**config.mk**
```make
export PLATFORM = sky130hd
export DESIGN_NAME = alu_flags_core
export DESIGN_NICKNAME = d
export VERILOG_FILES = /design/src/rtl/alu_flags_pkg.sv /design/src/rtl/alu_bin_add.sv /design/src/rtl/alu_bcd_add.sv /design/src/rtl/alu_shift_unit.sv /design/src/rtl/alu_flags_core.sv
export SDC_FILE = /design/constraint.sdc
export NUM_CORES = 1
export LEC_CHECK = 0
export BUFFER_PORTS_ARGS = -buffer_cell sky130_fd_sc_hd__buf_2
export CORE_ASPECT_RATIO = 0.75
export CORE_MARGIN = 5
export CORE_UTILIZATION = 30
export DETAILED_ROUTE_END_ITERATION = 10
export GPL_ROUTABILITY_DRIVEN = 1
export HOLD_SLACK_MARGIN = 0.12
export SYNTH_ARGS = -nofsm -noshare
export SYNTH_HDL_FRONTEND = slang
export SYNTH_SLANG_ARGS = --single-unit
```
**constraint.sdc**
```tcl
create_clock -name clk -period 0.8 [get_ports clk]
set_input_delay 0 -clock clk [delete_from_list [all_inputs] [get_ports clk]]
set_output_delay 0 -clock clk [all_outputs]
set_load 0.05 [all_outputs]
```
**src/rtl/alu_flags_pkg.sv**
```systemverilog
package alu_flags_pkg;

    typedef enum logic [3:0] {
        OP_ADD  = 4'd0,
        OP_ADDC = 4'd1,
        OP_SUB  = 4'd2,
        OP_SUBC = 4'd3,
        OP_CMP  = 4'd4,
        OP_DADD = 4'd5,
        OP_AND  = 4'd6,
        OP_BIT  = 4'd7,
        OP_XOR  = 4'd8,
        OP_BIS  = 4'd9,
        OP_BIC  = 4'd10,
        OP_RRA  = 4'd11,
        OP_RRC  = 4'd12,
        OP_SWPB = 4'd13,
        OP_SXT  = 4'd14,
        OP_RSVD = 4'd15
    } op_e;

    typedef struct packed {
        logic v;
        logic n;
        logic z;
        logic c;
    } flags_t;

    typedef enum logic [1:0] {
        FK_ARITH = 2'd0,
        FK_LOGIC = 2'd1,
        FK_KEEP  = 2'd2
    } flag_kind_e;

endpackage

```
**src/rtl/alu_bin_add.sv**
```systemverilog
module alu_bin_add #(
    parameter int W = 16
) (
    input  logic [W-1:0] a_i,
    input  logic [W-1:0] b_i,
    input  logic         ci_i,
    output logic [W-1:0] sum_o,
    output logic         co_o,
    output logic         ov_o
);
    logic [W:0] total;

    always_comb begin
        total = {1'b0, a_i} + {1'b0, b_i} + {{W{1'b0}}, ci_i};
        sum_o = total[W-1:0];
        co_o  = total[W];
        ov_o  = (a_i[W-1] == b_i[W-1]) && (total[W-1] != a_i[W-1]);
    end
endmodule

```
**src/rtl/alu_bcd_add.sv**
```systemverilog
module alu_bcd_add #(
    parameter int DIGITS = 4
) (
    input  logic [4*DIGITS-1:0] a_i,
    input  logic [4*DIGITS-1:0] b_i,
    input  logic                ci_i,
    output logic [4*DIGITS-1:0] sum_o,
    output logic                co_o
);
    logic [DIGITS:0] carry;

    assign carry[0] = ci_i;

    for (genvar g = 0; g < DIGITS; g++) begin : g_digit
        logic [4:0] raw;
        logic [4:0] fixed;
        always_comb begin
            raw   = {1'b0, a_i[4*g +: 4]} + {1'b0, b_i[4*g +: 4]} + {4'b0, carry[g]};
            fixed = raw + 5'd6;
        end
        assign carry[g+1]      = (raw > 5'd9);
        assign sum_o[4*g +: 4] = (raw > 5'd9) ? fixed[3:0] : raw[3:0];
    end

    assign co_o = carry[DIGITS];
endmodule

```
**src/rtl/alu_shift_unit.sv**
```systemverilog
module alu_shift_unit
    import alu_flags_pkg::*;
#(
    parameter int W = 16
) (
    input  op_e          op_i,
    input  logic         byte_i,
    input  logic         ci_i,
    input  logic [W-1:0] d_i,
    output logic [W-1:0] res_o,
    output logic         co_o
);
    localparam int HALF = W / 2;

    always_comb begin
        res_o = d_i;
        co_o  = d_i[0];
        case (op_i)
            OP_RRA: begin
                if (byte_i) res_o = {{HALF{1'b0}}, d_i[HALF-1], d_i[HALF-1:1]};
                else        res_o = {d_i[W-1], d_i[W-1:1]};
            end
            OP_RRC: begin
                if (byte_i) res_o = {{HALF{1'b0}}, ci_i, d_i[HALF-1:1]};
                else        res_o = {ci_i, d_i[W-1:1]};
            end
            OP_SWPB: res_o = {d_i[HALF-1:0], d_i[W-1:HALF]};
            OP_SXT:  res_o = {{HALF{d_i[HALF-1]}}, d_i[HALF-1:0]};
            default: res_o = d_i;
        endcase
    end
endmodule

```
**src/rtl/alu_flags_core.sv**
```systemverilog
module alu_flags_core
    import alu_flags_pkg::*;
#(
    parameter int DATA_W = 16
) (
    input  logic              clk,
    input  logic              rst_n,
    input  logic [3:0]        op_i,
    input  logic              byte_i,
    input  logic [3:0]        flags_i,
    input  logic [DATA_W-1:0] dst_i,
    input  logic [DATA_W-1:0] src_i,
    output logic [DATA_W-1:0] res_q,
    output logic [3:0]        flags_q,
    output logic              wr_en_q
);
    localparam int HALF    = DATA_W / 2;
    localparam int W_DIGIT = DATA_W / 4;
    localparam int B_DIGIT = HALF / 4;

    typedef struct packed {
        logic [DATA_W-1:0] res;
        flags_t            fl;
        logic              we;
    } state_t;

    state_t state_d, state_q;

    op_e    op;
    flags_t fl_in;
    logic   is_sub;
    logic   add_ci;

    logic [DATA_W-1:0] b_opnd;
    logic [DATA_W-1:0] w_sum;
    logic              w_co, w_ov;
    logic [HALF-1:0]   h_sum;
    logic              h_co, h_ov;
    logic [DATA_W-1:0] wd_sum;
    logic              wd_co;
    logic [HALF-1:0]   hd_sum;
    logic              hd_co;
    logic [DATA_W-1:0] sh_res;
    logic              sh_co;

    assign op    = op_e'(op_i);
    assign fl_in = flags_t'(flags_i);

    always_comb begin
        is_sub = (op == OP_SUB) || (op == OP_SUBC) || (op == OP_CMP);
        b_opnd = is_sub ? ~src_i : src_i;
        case (op)
            OP_ADD:                add_ci = 1'b0;
            OP_SUB, OP_CMP:        add_ci = 1'b1;
            default:               add_ci = fl_in.c;
        endcase
    end

    alu_bin_add #(.W(DATA_W)) u_wadd (
        .a_i(dst_i), .b_i(b_opnd), .ci_i(add_ci),
        .sum_o(w_sum), .co_o(w_co), .ov_o(w_ov)
    );

    alu_bin_add #(.W(HALF)) u_hadd (
        .a_i(dst_i[HALF-1:0]), .b_i(b_opnd[HALF-1:0]), .ci_i(add_ci),
        .sum_o(h_sum), .co_o(h_co), .ov_o(h_ov)
    );

    alu_bcd_add #(.DIGITS(W_DIGIT)) u_wbcd (
        .a_i(dst_i), .b_i(src_i), .ci_i(fl_in.c),
        .sum_o(wd_sum), .co_o(wd_co)
    );

    alu_bcd_add #(.DIGITS(B_DIGIT)) u_hbcd (
        .a_i(dst_i[HALF-1:0]), .b_i(src_i[HALF-1:0]), .ci_i(fl_in.c),
        .sum_o(hd_sum), .co_o(hd_co)
    );

    alu_shift_unit #(.W(DATA_W)) u_shift (
        .op_i(op), .byte_i(byte_i), .ci_i(fl_in.c), .d_i(dst_i),
        .res_o(sh_res), .co_o(sh_co)
    );

    always_comb begin
        logic [DATA_W-1:0] raw;
        logic              c_new;
        logic              v_new;
        logic              eff_byte;
        logic              z_new;
        logic              n_new;
        flag_kind_e        kind;

        eff_byte = byte_i && (op != OP_SWPB) && (op != OP_SXT) && (op != OP_RSVD);
        raw      = dst_i;
        c_new    = 1'b0;
        v_new    = 1'b0;
        kind     = FK_KEEP;
        state_d  = '0;
        state_d.we = 1'b1;

        case (op)
            OP_ADD, OP_ADDC, OP_SUB, OP_SUBC, OP_CMP: begin
                raw   = eff_byte ? {{HALF{1'b0}}, h_sum} : w_sum;
                c_new = eff_byte ? h_co : w_co;
                v_new = eff_byte ? h_ov : w_ov;
                kind  = FK_ARITH;
            end
            OP_DADD: begin
                raw   = eff_byte ? {{HALF{1'b0}}, hd_sum} : wd_sum;
                c_new = eff_byte ? hd_co : wd_co;
                kind  = FK_ARITH;
            end
            OP_AND, OP_BIT: begin
                raw  = dst_i & src_i;
                kind = FK_LOGIC;
            end
            OP_XOR: begin
                raw  = dst_i ^ src_i;
                kind = FK_LOGIC;
            end
            OP_BIS: raw = dst_i | src_i;
            OP_BIC: raw = dst_i & ~src_i;
            OP_RRA, OP_RRC: begin
                raw   = sh_res;
                c_new = sh_co;
                kind  = FK_ARITH;
            end
            OP_SWPB: raw = sh_res;
            OP_SXT: begin
                raw  = sh_res;
                kind = FK_LOGIC;
            end
            default: raw = dst_i;
        endcase

        if (eff_byte) raw[DATA_W-1:HALF] = '0;

        z_new = eff_byte ? (raw[HALF-1:0] == '0) : (raw == '0);
        n_new = eff_byte ? raw[HALF-1] : raw[DATA_W-1];

        state_d.res = raw;
        case (kind)
            FK_ARITH: state_d.fl = '{v: v_new, n: n_new, z: z_new, c: c_new};
            FK_LOGIC: state_d.fl = '{v: 1'b0, n: n_new, z: z_new, c: !z_new};
            default:  state_d.fl = fl_in;
        endcase

        if ((op == OP_CMP) || (op == OP_BIT) || (op == OP_RSVD)) state_d.we = 1'b0;
    end

    always_ff @(posedge clk or negedge rst_n) begin
        if (!rst_n) state_q <= '0;
        else        state_q <= state_d;
    end

    assign res_q   = state_q.res;
    assign flags_q = state_q.fl;
    assign wr_en_q = state_q.we;
endmodule

```
# Yosys cells after proc, flatten, opt, wreduce, memory -nomap -nowiden
# Index checks and enable logic that the tools add are counted.
[op_classes]
n_reduce_logical = 21
muxes = 23
order_cmp = 4
bitwise_logic = 5
eq_ne = 23
n_addsub = 16
[op_table]
columns = ["cell", "n"]
rows = [
  ["case mux 16 bit (7 select lines)", 1],
  ["2-to-1 mux 16 bit", 5],
  ["case mux 16 bit (4 select lines)", 1],
  ["AND 16 bit", 2],
  ["== test 4 bit (second input constant)", 8],
  ["adder 4 x 4 -> 5 bit", 4],
  ["adder 5 x 1 -> 5 bit", 4],
  ["greater-than comparator 5 x 4 -> 1 bit (second input constant)", 4],
  ["adder 16 x 16 -> 17 bit", 1],
  ["adder 17 x 1 -> 17 bit", 1],
  ["adder 4 x 3 -> 4 bit (second input constant)", 4],
  ["== test 4 x 3 -> 1 bit (second input constant)", 4],
  ["zero test 16 bit", 1],
  ["2-to-1 mux 4 bit", 4],
  ["inverter 16 bit", 1],
  ["bitwise OR 16 bit", 1],
  ["XOR 16 bit", 1],
  ["!= test 4 bit (second input constant)", 3],
  ["adder 8 x 8 -> 9 bit", 1],
  ["adder 9 x 1 -> 9 bit", 1],
  ["== test 4 x 2 -> 1 bit (second input constant)", 2],
  ["zero test 8 bit", 1],
  ["2-to-1 mux 8 bit", 1],
  ["case mux 4 bit (2 select lines)", 1],
  ["17 further kinds", 35],
]
[totals]
wordCells = 98
register_bits = 21

# Logic depth before layout (Yosys ltp)
# Gate-level depths: netlist of run 1.
[logic_depth]
depth_word = 17
ltp_mapped = 35
mapped_depth_nobuf = 35

# Hierarchy
# Synthesis of run 1 repeated with hierarchy kept, for this count alone.
[unflattened]
hier_cells = 765
area_unflattened_um2 = 6143.4
[by_module_without_submodules]
columns = ["mod", "cells_each", "instances", "seq_area_each_um2", "area_per_inst_um2"]
rows = [
  ["alu_flags_core", 391, 1, 525.5, 3050.4],
  ["alu_bcd_add at u_wbcd", 109, 1, 0.0, 930.9],
  ["alu_bin_add at u_wadd", 98, 1, 0.0, 775.7],
  ["alu_shift_unit", 74, 1, 0.0, 601.8],
  ["alu_bcd_add at u_hbcd", 51, 1, 0.0, 447.9],
  ["alu_bin_add at u_hadd", 42, 1, 0.0, 336.6],
]

# Least setup slack after synthesis of run 1
# No wires, ideal clock.
[synth_timing]
path_type = "in2reg"
from = "in flags_i[0]"
to = "reg state_q (netlist bit flags_q[0])"
required_ns = 0.664
n_path_buf = 0
cell_stages = 31
setup_time_ns = 0.136
arrival_time_ns = 6.758
setup_slack_ns = -6.094
path_cell_list = "fa_1 -> inv_1 -> fa_1 -> ha_1 -> nand2_1 -> a32o_1 -> o31ai_4 -> fa_1 -> fa_1 -> xnor2_1 -> ha_1 -> a21oi_1 -> a21oi_1 -> inv_1 -> fa_1 -> fa_1 -> xnor2_1 -> nand2_1 -> a21oi_1 -> fa_1 -> inv_1 -> fa_1 -> xor2_1 -> or3_1 -> nand4b_1 -> nor3_1 -> o31ai_1 -> nand3_1 -> a211oi_1 -> and4_1 -> o211ai_1"
[synth_lines]
columns = ["element", "line", "source"]
rows = [
  ["start: declaration", "alu_flags_core.sv:10", "input logic [3:0] flags_i,"],
  ["end signal: assignment", "alu_flags_core.sv:153", "else state_q <= state_d;"],
  ["end: declaration", "alu_flags_core.sv:27", "state_t state_d, state_q;"],
]

==> summary.txt, run 1 <==
Routed WL per cell -> 17.76 um
Syn Area/Cell -> 7.340 um^2
vias in the first global route -> 5517
crit path buf inv count -> 6
final hold slack -> 0.2389 ns
initial DRC count -> 614
GR Util met1 -> 31.42%
clock tree buffer depth -> 2
largest cells by area after synthesis -> ha_1 (13%), dfrtp_1 (12%), a21oi_1 (6.0%), xnor2_1 (5.1%), nand2_1 (4.8%)
Rel. slew slack -> 44.57%
Port Buffers -> 63
Post-synth EDFFs -> 0
Final min period -> 6.489 ns
slowest stage delay, CP -> 0.48 ns
Slew @ Worst Pin -> 0.8105 ns
ratio of cells with drive above 1 in the final layout -> 45.02%
GPL Wtd Cong -> 0.9950
ys flop type -> dfrtp_1
leak pwr -> 3.570 nW
overall global routing resource usage -> 21.31%
grt ovf -> 0
DR vias/cell -> 5.389
first-pass iteration count of the detailed router -> 8
io pins -> 64
Antenna Nets Post-Route -> 0
Setup WS post-layout -> -5.689 ns
Yosys reg bits -> 21
Starting Density -> 30.77%
Fill cells -> 1384
core footprint -> 14600 um^2
unrepaired setup endpoints after global routing -> yes
Crit Path Class -> in2reg
final slew viol count -> 0
Max Fanout on Critical Path -> 3
Worst path slowest cell -> fa_2
period utilisation layout -> 811.1%
Die Wd -> 151.3 um
largest net degree at the start of global routing -> 43
initial antenna violation count -> 1
Max H-tree Level -> 1
final setup fails -> 20
critical path endpoint category -> flip-flop
FMAX -> 0.1541 GHz
area growth from synthesis to layout -> 69.25%
drc violations -> 0
critical path's most frequent cell -> fa_2
clock-pin slew of the registers on the worst-case setup and hold paths -> 0.05 ns
Worst Path Arrival -> 6.60 ns
Sequential Area -> 525.5 um^2
power per cell area -> 1409 nW/um^2
Yosys top cell by area -> ha_1
Core Util, Final -> 52.08%
hold crit path type -> in2async
busiest grt layer -> met2
status -> complete, but fails checks
multi-input logic area -> 4130 um^2
top cell type's share of synthesized area -> 13.37%
Final Hold Fails -> 0
CTS tree -> yes
CTS root buffer -> clkbuf_16
family with the most delay on the worst path -> adder cells
ys async rst share -> 100.0%
placement row count -> 38
GRT met3 Usage -> 4.848%
Max Cap Viol -> 0
die height -> 116.0 um
most common cell after layout, fill and taps aside -> buf_4
violated checks -> negative setup slack
first-pass GRT wire length -> 29770 um
DP HPWL -> 15090 um
DR vias -> 5896
commonest cells after routing, fill and taps aside -> buf_4 (221), nand2_1 (53), inv_1 (46)
post-synthesis cell count -> 612
met2 Use GR -> 32.79%
VDD IR max -> 0.0006678 V
Seq/Total Area, Yosys -> 11.70%
NumNets Final -> 995
type of origin of the critical path -> input pin
clock sink total -> 21
TritonCTS buffer count -> 3
final wirelength -> 19430 um
Unique masters post-synth -> 72
required time of the critical path -> 0.91 ns
Mapped Nets -> 713
Synth warnings -> 0
DIE AREA -> 17550 um^2
Mapped Area -> 4492 um^2
[synth_stat cells, types with 4 or more instances]
cell type	instances
o21a_1	7
o21ai_0	37
nand2b_1	7
a21oi_1	54
nor2_1	40
inv_1	53
dfrtp_1	21
or4_1	4
a211oi_1	10
o22a_1	6
or3_1	6
buf_2	12
xnor2_1	26
o22ai_1	8
a31oi_1	14
ha_1	48
nand3_1	17
a32oi_1	6
xor2_1	7
and2_1	9
o211ai_1	9
nor3_1	11
o31ai_1	5
mux2_2	4
nand2_1	58
nor2b_1	6
a221oi_1	4
fa_1	10
clkbuf_1	13
mux2i_1	10
a21o_1	13
nor4_1	4
a32o_1	4
nand4_1	8
[power breakdown]
| group | internal, mW | switching, mW |
|---|---|---|
| logic | 4.16 | 4.22 |
| registers | 1.24 | 0.0809 |
| clock network | 0.677 | 0.324 |
[logic make-up (layout without fill, tap and decap cells)]
| kind of cell | after synthesis | after routing | share of synthesized area (%) |
|---|---|---|---|
| AO/OA/AOI/OAI | 212 | 212 | 31.84 |
| AND/OR/NAND/NOR | 191 | 191 | 21.20 |
| buffers and inverters | 83 | 364 | 7.772 |
| adder cells (fa/ha/maj) | 58 | 58 | 17.83 |
| XOR/XNOR | 33 | 33 | 6.435 |
| flip-flops | 21 | 21 | 11.70 |
| multiplexers | 14 | 14 | 3.231 |
| other | 0 | 1 | 0 |
[cell type report]
class	instances	share of cell area, %
antenna	1	0.03292
clock buffer	4	1.037
inverter	53	2.650
multi-input combinational	508	54.33
sequential	21	6.912
tap	200	3.292
timing repair buffer	307	31.75
[flip-flops by register name (all words and copies together) (netlist names)]
signal and cells:
flags_q 4, res_q 16, wr_en_q 1
[how the worst max path moves through the flow]
| stage | from | end | slack [ns] | depth (start not counted) |
|---|---|---|---|---|
| final | src_i[0] | flags_q[0] | -5.69 | 31 |
| after detailed placement | flags_i[0] | flags_q[1] | -6.17 | 34 |
| after floorplan | flags_i[0] | flags_q[1] | -5.61 | 30 |
| after global placement | flags_i[0] | flags_q[1] | -5.99 | 34 |
| after CTS | src_i[0] | flags_q[0] | -5.59 | 32 |
| after global routing | dst_i[0] | flags_q[0] | -5.97 | 36 |
[metrics by stage]
step | total power [mW] | instance area [um^2] | cells | setup slack, ns | setup TNS (ns)
after floorplan | 5.158 | 4730 | 612 | -5.614 | -70.33
after global placement | 7.930 | 6594 | 1048 | -5.994 | -79.01
after detailed placement | 7.970 | 6594 | 1048 | -6.169 | -80.67
after CTS | 9.878 | 7194 | 1072 | -5.592 | -70.79
after global routing | 11.40 | 7602 | 1094 | -5.966 | -75.75
final | 10.71 | 7602 | 1094 | -5.689 | -72.73
[what timing repair did]
action | CTS | global route
endpoints found under the hold margin | 24 | 0
pin swaps | 54 | 36
endpoints found under the setup margin | 41 | 38
buffers inserted | 25 | 25
resized for setup | 90 | 54
hold buffers | 4 | 0
[routing by layer]
layer	vias up	part of all wire [%]
li1	2821	-
met1	2727	44
met2	322	43
met3	26	12
met4	0	1.0
met5	-	0
No activity file was read; power rests on OpenSTA's default activity.
==> inputs of run 2 (changes only) <==
Settings changed: ABC_AREA set to 1.
==> run 2 against run 1 <==
Compared with the run above: the flow still finishes with violations (negative setup slack); synthesized cell count up 25%; non-clock buffer count up 40; flip-flop and latch count unchanged; combinational power up 9.1%; first-iteration DRC count down 2.8%; wire length up 9.2%; largest cell class unchanged.
==> summary.txt, run 2 <==
Core Util, Final -> 54.83% (was 52.08%)
die height -> 116.4 um (was 116.0 um)
violated checks -> negative setup slack (unchanged)
overall global routing resource usage -> 23.57% (was 21.31%)
DR vias/cell -> 4.967 (was 5.389)
slowest stage delay, CP -> 0.48 ns (about the same)
WHS Path Cells -> 4
power per cell area -> 1433 nW/um^2 (was 1409 nW/um^2)
Worst Path Arrival -> 6.52 ns (was 6.60 ns)
most common cell after layout, fill and taps aside -> buf_4 (unchanged)
CTS tree -> yes (unchanged)
Worst path slowest cell -> fa_2 (unchanged)
critical path's most frequent cell -> buf_4 (was fa_2)
Max Cap Viol -> 0 (unchanged)
Placed Instances -> 1221 (was 1048)
Starting Density -> 30.90% (was 30.77%)
Design Power -> 11.50 mW (was 10.71 mW)
placement row count -> 38 (unchanged)
TritonCTS buffer count -> 3 (unchanged)
final slew viol count -> 0 (unchanged)
Final min period -> 6.386 ns (was 6.489 ns)
Antenna diodes -> 0 (was 1)
DP HPWL -> 15450 um (was 15090 um)
Max H-tree Level -> 1 (unchanged)
min-delay src -> op_i[2]
Post-synth EDFFs -> 0 (unchanged)
NumNets Final -> 1208 (was 995)
critical path endpoint category -> flip-flop (unchanged)
top cell type's share of synthesized area -> 18.34% (was 13.37%)
type of origin of the critical path -> input pin (unchanged)
largest net degree at the start of global routing -> 22 (was 43)
vias in the first global route -> 6610 (was 5517)
commonest cells after routing, fill and taps aside -> buf_4 (247), nand2_1 (187), inv_1 (104) (was buf_4 (221), nand2_1 (53), inv_1 (46))
Die Wd -> 151.8 um (was 151.3 um)
first-pass iteration count of the detailed router -> 5 (was 8)
area growth from synthesis to layout -> 77.46% (was 69.25%)
multi-input logic area -> 3852 um^2 (was 4130 um^2)
Rel. slew slack -> 58.91% (was 44.57%)
post-synthesis cell count -> 766 (was 612)
Antenna Nets Post-Route -> 0 (unchanged)
Unique masters post-synth -> 43 (was 72)
VDD IR max -> 0.0006546 V (was 0.0006678 V)
Seq/Total Area, Yosys -> 11.62% (was 11.70%)
ys flop type -> dfrtp_1 (unchanged)
unrepaired setup endpoints after global routing -> yes (unchanged)
Syn Area/Cell -> 5.906 um^2 (was 7.340 um^2)
initial antenna violation count -> 0 (was 1)
Synth warnings -> 0 (unchanged)
Fill cells -> 1381 (was 1384)
largest family of logic cells by synthesized area -> simple AND/OR/NAND/NOR gates (was compound AO/OA/AOI/OAI gates)
clock tree buffer depth -> 2 (unchanged)
clock-pin slew of the registers on the worst-case setup and hold paths -> 0.06 ns (was 0.05 ns)
first-pass GRT wire length -> 33890 um (was 29770 um)
Max Fanout on Critical Path -> 2 (was 3)
non-filler cells, final -> 1306 (was 1094)
Mapped Area -> 4524 um^2 (was 4492 um^2)
pre-CTS WS -> -5.761 ns (was -6.169 ns)
Slew @ Worst Pin -> 0.6157 ns (was 0.8105 ns)
required time of the critical path -> 0.94 ns (was 0.91 ns)
Final Hold Fails -> 0 (unchanged)
drc violations -> 0 (unchanged)
CTS root buffer -> clkbuf_16 (unchanged)
Yosys reg bits -> 21 (unchanged)
largest cells by area after synthesis -> nand2_1 (18%), ha_1 (13%), dfrtp_1 (12%), inv_1 (10%), nand3_1 (9.8%) (was ha_1 (13%), dfrtp_1 (12%), a21oi_1 (6.0%), xnor2_1 (5.1%), nand2_1 (4.8%))
proportion of synthesized area in mux cells -> 0% (was 3.231%)
xor/xnor share of the synthesized area -> 3.844% (was 6.435%)
io pins -> 64 (unchanged)
Yosys top cell by area -> nand2_1 (was ha_1)
Port Buffers -> 63 (unchanged)
Routed WL per cell -> 16.25 um (was 17.76 um)
FMAX -> 0.1566 GHz (was 0.1541 GHz)
period utilisation layout -> 798.2% (was 811.1%)
grt ovf -> 0 (unchanged)
most frequent cell after synthesis -> nand2_1 (unchanged)
Setup TNS -> -81.32 ns (was -72.73 ns)
initial DRC count -> 597 (was 614)
Mapped Nets -> 867 (was 713)
ratio of cells with drive above 1 in the final layout -> 44.58% (was 45.02%)
DR vias -> 6487 (was 5896)
final setup fails -> 20 (unchanged)
clock sink total -> 21 (unchanged)
area share of and/or/nand/nor cells after synthesis -> 40.98% (was 21.20%)
ys async rst share -> 100.0% (unchanged)
leak pwr -> 4.421 nW (was 3.570 nW)
DIE AREA -> 17660 um^2 (was 17550 um^2)
Setup WS post-layout -> -5.586 ns (was -5.689 ns)
post-synthesis adder-cell area fraction -> 17.70% (was 17.83%)
GPL Wtd Cong -> 0.9715 (was 0.9950)
hold crit path type -> in2reg (was in2async)
status -> complete, but fails checks (unchanged)
synth cell count leaders -> nand2_1 (221), inv_1 (125), nand3_1 (89) (was nand2_1 (58), a21oi_1 (54), inv_1 (53))
final wirelength -> 21220 um (was 19430 um)
core footprint -> 14640 um^2 (was 14600 um^2)
WHS Endpoint -> wr_en_q
max reg flops -> 16 (unchanged)
compound-cell area share of the yosys netlist -> 13.00% (was 31.84%)
Sequential Area -> 525.5 um^2 (unchanged)
Crit Path Class -> in2reg (unchanged)
## run 2: final cells by class
cell class	count	share of cell area [%]
flip-flops and latches	21	6.545
multi-input cells	603	47.98
clock inverters	1	0.06233
clock buffers	3	0.9350
inverters	131	6.436
well taps	200	3.117
repair buffers	347	34.92
## run 2: worst max-delay path: cells and delay by family
family,cells,cell delay (ns)
compound gates,3,0.23
buf+inv,38,4.64
simple gates,8,0.60
fa+ha+maj,3,1.05
## run 2: metal layers
metal / track usage, % / share of wire, %
met1: 32.26 / 45
met2: 38.46 / 44
met5: 0 / 0
met4: 9.102 / 3.1
met3: 2.852 / 8.2
## run 2: logic make-up (layout without fill, tap and decap cells)
group	Yosys count	after routing
AND/OR/NAND/NOR	424	424
buffers and inverters	142	482
AO/OA/AOI/OAI	102	102
adder cells (fa/ha/maj)	58	58
flip-flops	21	21
XOR/XNOR	19	19
## run 2: power breakdown
group	internal, mW	switching, mW	leakage, nW
registers	1.24	0.0807	0.258
logic	4.47	4.68	4.12
clock network	0.670	0.366	0.0409
total	6.38	5.12	4.42
## run 2: what timing repair did
item	in CTS	in global routing
setup buffers	107	15
resized for setup	94	73
pin swaps	45	46
hold buffers	4	0
setup endpoints to repair	41	34
hold endpoints to repair	24	0
## run 2: how the worst max path moves through the flow
| stage | cells after the start | from | to | slack [ns] |
|---|---|---|---|---|
| after floorplan | 42 | src_i[0] | flags_q[0] | -5.33 |
| after global placement | 44 | src_i[0] | flags_q[0] | -5.60 |
| after global routing | 43 | dst_i[0] | flags_q[0] | -5.81 |
| after CTS | 43 | flags_i[0] | flags_q[0] | -5.26 |
| after detailed placement | 47 | src_i[0] | flags_q[0] | -5.76 |
| final | 52 | dst_i[0] | flags_q[1] | -5.59 |
## run 2: metrics by stage
step | hold WS (ns) | instance area [um^2]
after floorplan | -0.2956 | 4722
after CTS | 0.1490 | 7951
after global routing | 0.1503 | 8029
final | 0.1559 | 8029
after detailed placement | -0.02999 | 6778
after global placement | -0.03532 | 6778
==> inputs of run 3 (changes only) <==
Settings changed: CORE_UTILIZATION 30 to 55, PLACE_DENSITY set to 0.77.
Clock period 0.8 ns to 6.1 ns, I/O delays scaled along.
==> run 3 against run 2 <==
Compared with the run above: the flow still finishes with violations (negative setup slack); clock-buffer cell count grew 1; cell area down 26%; sequential power fell by 87%; hold slack worse by 0.013 ns; critical path depth shrank 9; global-route usage up 13 points; total power fell by 90%.
==> summary.txt, run 3 (synthesis gave the netlist of run 2 again) <==
drc violations -> 0 (unchanged)
Antenna diodes -> 0 (unchanged)
core footprint -> 7953 um^2 (was 14640 um^2)
Max Cap Viol -> 0 (unchanged)
clock-pin slew of the registers on the worst-case setup and hold paths -> 0.09 ns (was 0.06 ns)
Worst path slowest cell -> fa_2 (unchanged)
DIE AREA -> 10160 um^2 (was 17660 um^2)
first-pass GRT wire length -> 29130 um (was 33890 um)
Port Buffers -> 63 (unchanged)
Setup WS post-layout -> -0.2021 ns (was -5.586 ns)
required time of the critical path -> 6.25 ns (was 0.94 ns)
ratio of cells with drive above 1 in the final layout -> 27.61% (was 44.58%)
period utilisation layout -> 103.3%
placement row count -> 28 (was 38)
io pins -> 64 (unchanged)
Antenna Nets Post-Route -> 0 (unchanged)
type of origin of the critical path -> input pin (unchanged)
slowest stage delay, CP -> 0.55 ns (was 0.48 ns)
critical path's most frequent cell -> nand2_2 (was buf_4)
critical path endpoint category -> flip-flop (unchanged)
crit path to -> flags_q[0] (was flags_q[1])
Slew @ Worst Pin -> 0.8200 ns (was 0.6157 ns)
Final min period -> 6.302 ns
VDD IR max -> 0.0002227 V (was 0.0006546 V)
TritonCTS buffer count -> 3 (unchanged)
area growth from synthesis to layout -> 31.14% (was 77.46%)
violated checks -> negative setup slack (unchanged)
Crit Path Class -> in2reg (unchanged)
Placed Instances -> 958 (was 1221)
Fill cells -> 628 (was 1381)
initial DRC count -> 935 (was 597)
vias in the first global route -> 5847 (was 6610)
Max Fanout on Critical Path -> 3 (was 2)
final instance area -> 5933 um^2 (was 8029 um^2)
power per cell area -> 197.8 nW/um^2 (was 1433 nW/um^2)
first-pass iteration count of the detailed router -> 6 (was 5)
grt ovf -> 0 (unchanged)
die height -> 88.55 um (was 116.4 um)
Routed WL per cell -> 18.30 um (was 16.25 um)
final wirelength -> 18750 um (was 21220 um)
largest net degree at the start of global routing -> 25 (was 22)
Max H-tree Level -> 1 (unchanged)
Starting Density -> 56.89% (was 30.90%)
leak pwr -> 3.369 nW (was 4.421 nW)
NumNets Final -> 1022 (was 1208)
Final Hold Fails -> 0 (unchanged)
final slew viol count -> 0 (unchanged)
DR vias -> 6073 (was 6487)
pre-CTS WS -> -0.6483 ns (was -5.761 ns)
DP Area -> 5221 um^2 (was 6778 um^2)
WHS Path Cells -> 3 (was 4)
Setup crit start -> flags_i[0] (was dst_i[0])
DR vias/cell -> 5.925 (was 4.967)
FMAX -> 0.1587 GHz
DP HPWL -> 13360 um (was 15450 um)
CTS root buffer -> clkbuf_8 (was clkbuf_16)
final setup fails -> 5 (was 20)
overall global routing resource usage -> 36.36% (was 23.57%)
unrepaired setup endpoints after global routing -> yes (unchanged)
CTS tree -> yes (unchanged)
Rel. slew slack -> 45.27% (was 58.91%)
non-filler cells, final -> 1025 (was 1306)
clock tree buffer depth -> 2 (unchanged)
clock sink total -> 21 (unchanged)
Worst Path Arrival -> 6.46 ns (was 6.52 ns)
status -> complete, but fails checks (unchanged)
most common cell after layout, fill and taps aside -> nand2_1 (was buf_4)
max reg flops -> 16 (unchanged)
hold crit path type -> in2reg (unchanged)
Die Wd -> 114.7 um (was 151.8 um)
commonest cells after routing, fill and taps aside -> nand2_1 (204), inv_1 (115), buf_4 (90) (was buf_4 (247), nand2_1 (187), inv_1 (104))
GPL Wtd Cong -> 0.9366 (was 0.9715)
initial antenna violation count -> 0 (unchanged)
-- run 3: changes by cell type in the layout (fill, tap and decap cells not counted), sizes merged --
| cell | previous run | this run |
|---|---|---|
| clkinv | 2 | 1 |
| dlygate4sd3 | 4 | 6 |
| buf | 343 | 155 |
| clkbuf | 3 | 4 |
-- run 3: stage by stage --
stage                     util, %  power, mW   TNS, ns  hold slack [ns]
after floorplan                 -     0.6369  -0.06047          -0.2956
after global placement      65.65     0.8388    -1.304         -0.03942
after detailed placement    65.65     0.8578    -2.986        -0.007429
after CTS                   72.64      1.073  -0.02762           0.1372
after global routing        74.61      1.248    -1.847           0.1588
final                       74.61      1.174   -0.5286           0.1431
-- run 3: routing by layer --
layer | global-route usage [%] | vias up | part of all wire [%]
met5 | 0 | - | 0
met4 | 15.99 | 0 | 5.0
met3 | 9.159 | 119 | 11
met2 | 58.37 | 444 | 44
met1 | 46.68 | 2736 | 40
li1 | - | 2774 | -
-- run 3: worst min path at each step --
stage,from,end,slack [ns]
CTS,dst_i[4],res_q[4],0.14
global route,dst_i[4],res_q[4],0.16
finish,dst_i[4],res_q[4],0.14
global placement,rst_n,res_q[1],-0.04
floorplan,rst_n,flags_q[0],-0.30
detailed placement,rst_n,res_q[9],-0.007
-- run 3: where the power goes --
| group | leakage (nW) | switching [mW] | internal (mW) | total, mW |
|---|---|---|---|---|
| logic | 3.09 | 0.548 | 0.358 | 0.906 |
| clock network | 0.0228 | 0.0523 | 0.0468 | 0.0990 |
| registers | 0.258 | 0.00736 | 0.161 | 0.169 |
-- run 3: worst max-delay path, delay by kind of cell --
kind	cells	cell delay, ns
compound gates	2	0.09
xor+xnor	1	0.16
fa+ha+maj	11	3.88
buf+inv	8	0.56
simple gates	21	1.75
-- run 3: final cells by class --
| cell class | count | area [um^2] | area share (%) |
|---|---|---|---|
| clock buffer | 4 | 45.04 | 0.7592 |
| sequential | 21 | 525.5 | 8.857 |
| timing repair buffer | 161 | 1080 | 18.20 |
| inverter | 131 | 494.2 | 8.330 |
| tap | 105 | 131.4 | 2.214 |
| multi-input combinational | 603 | 3657 | 61.64 |
-- run 3: repair_timing --
action	CTS	global route
pin swaps	22	13
hold buffers	6	0
resized for setup	16	29
setup buffers	50	10
hold endpoints to repair	25	0
endpoints found under the setup margin	6	8
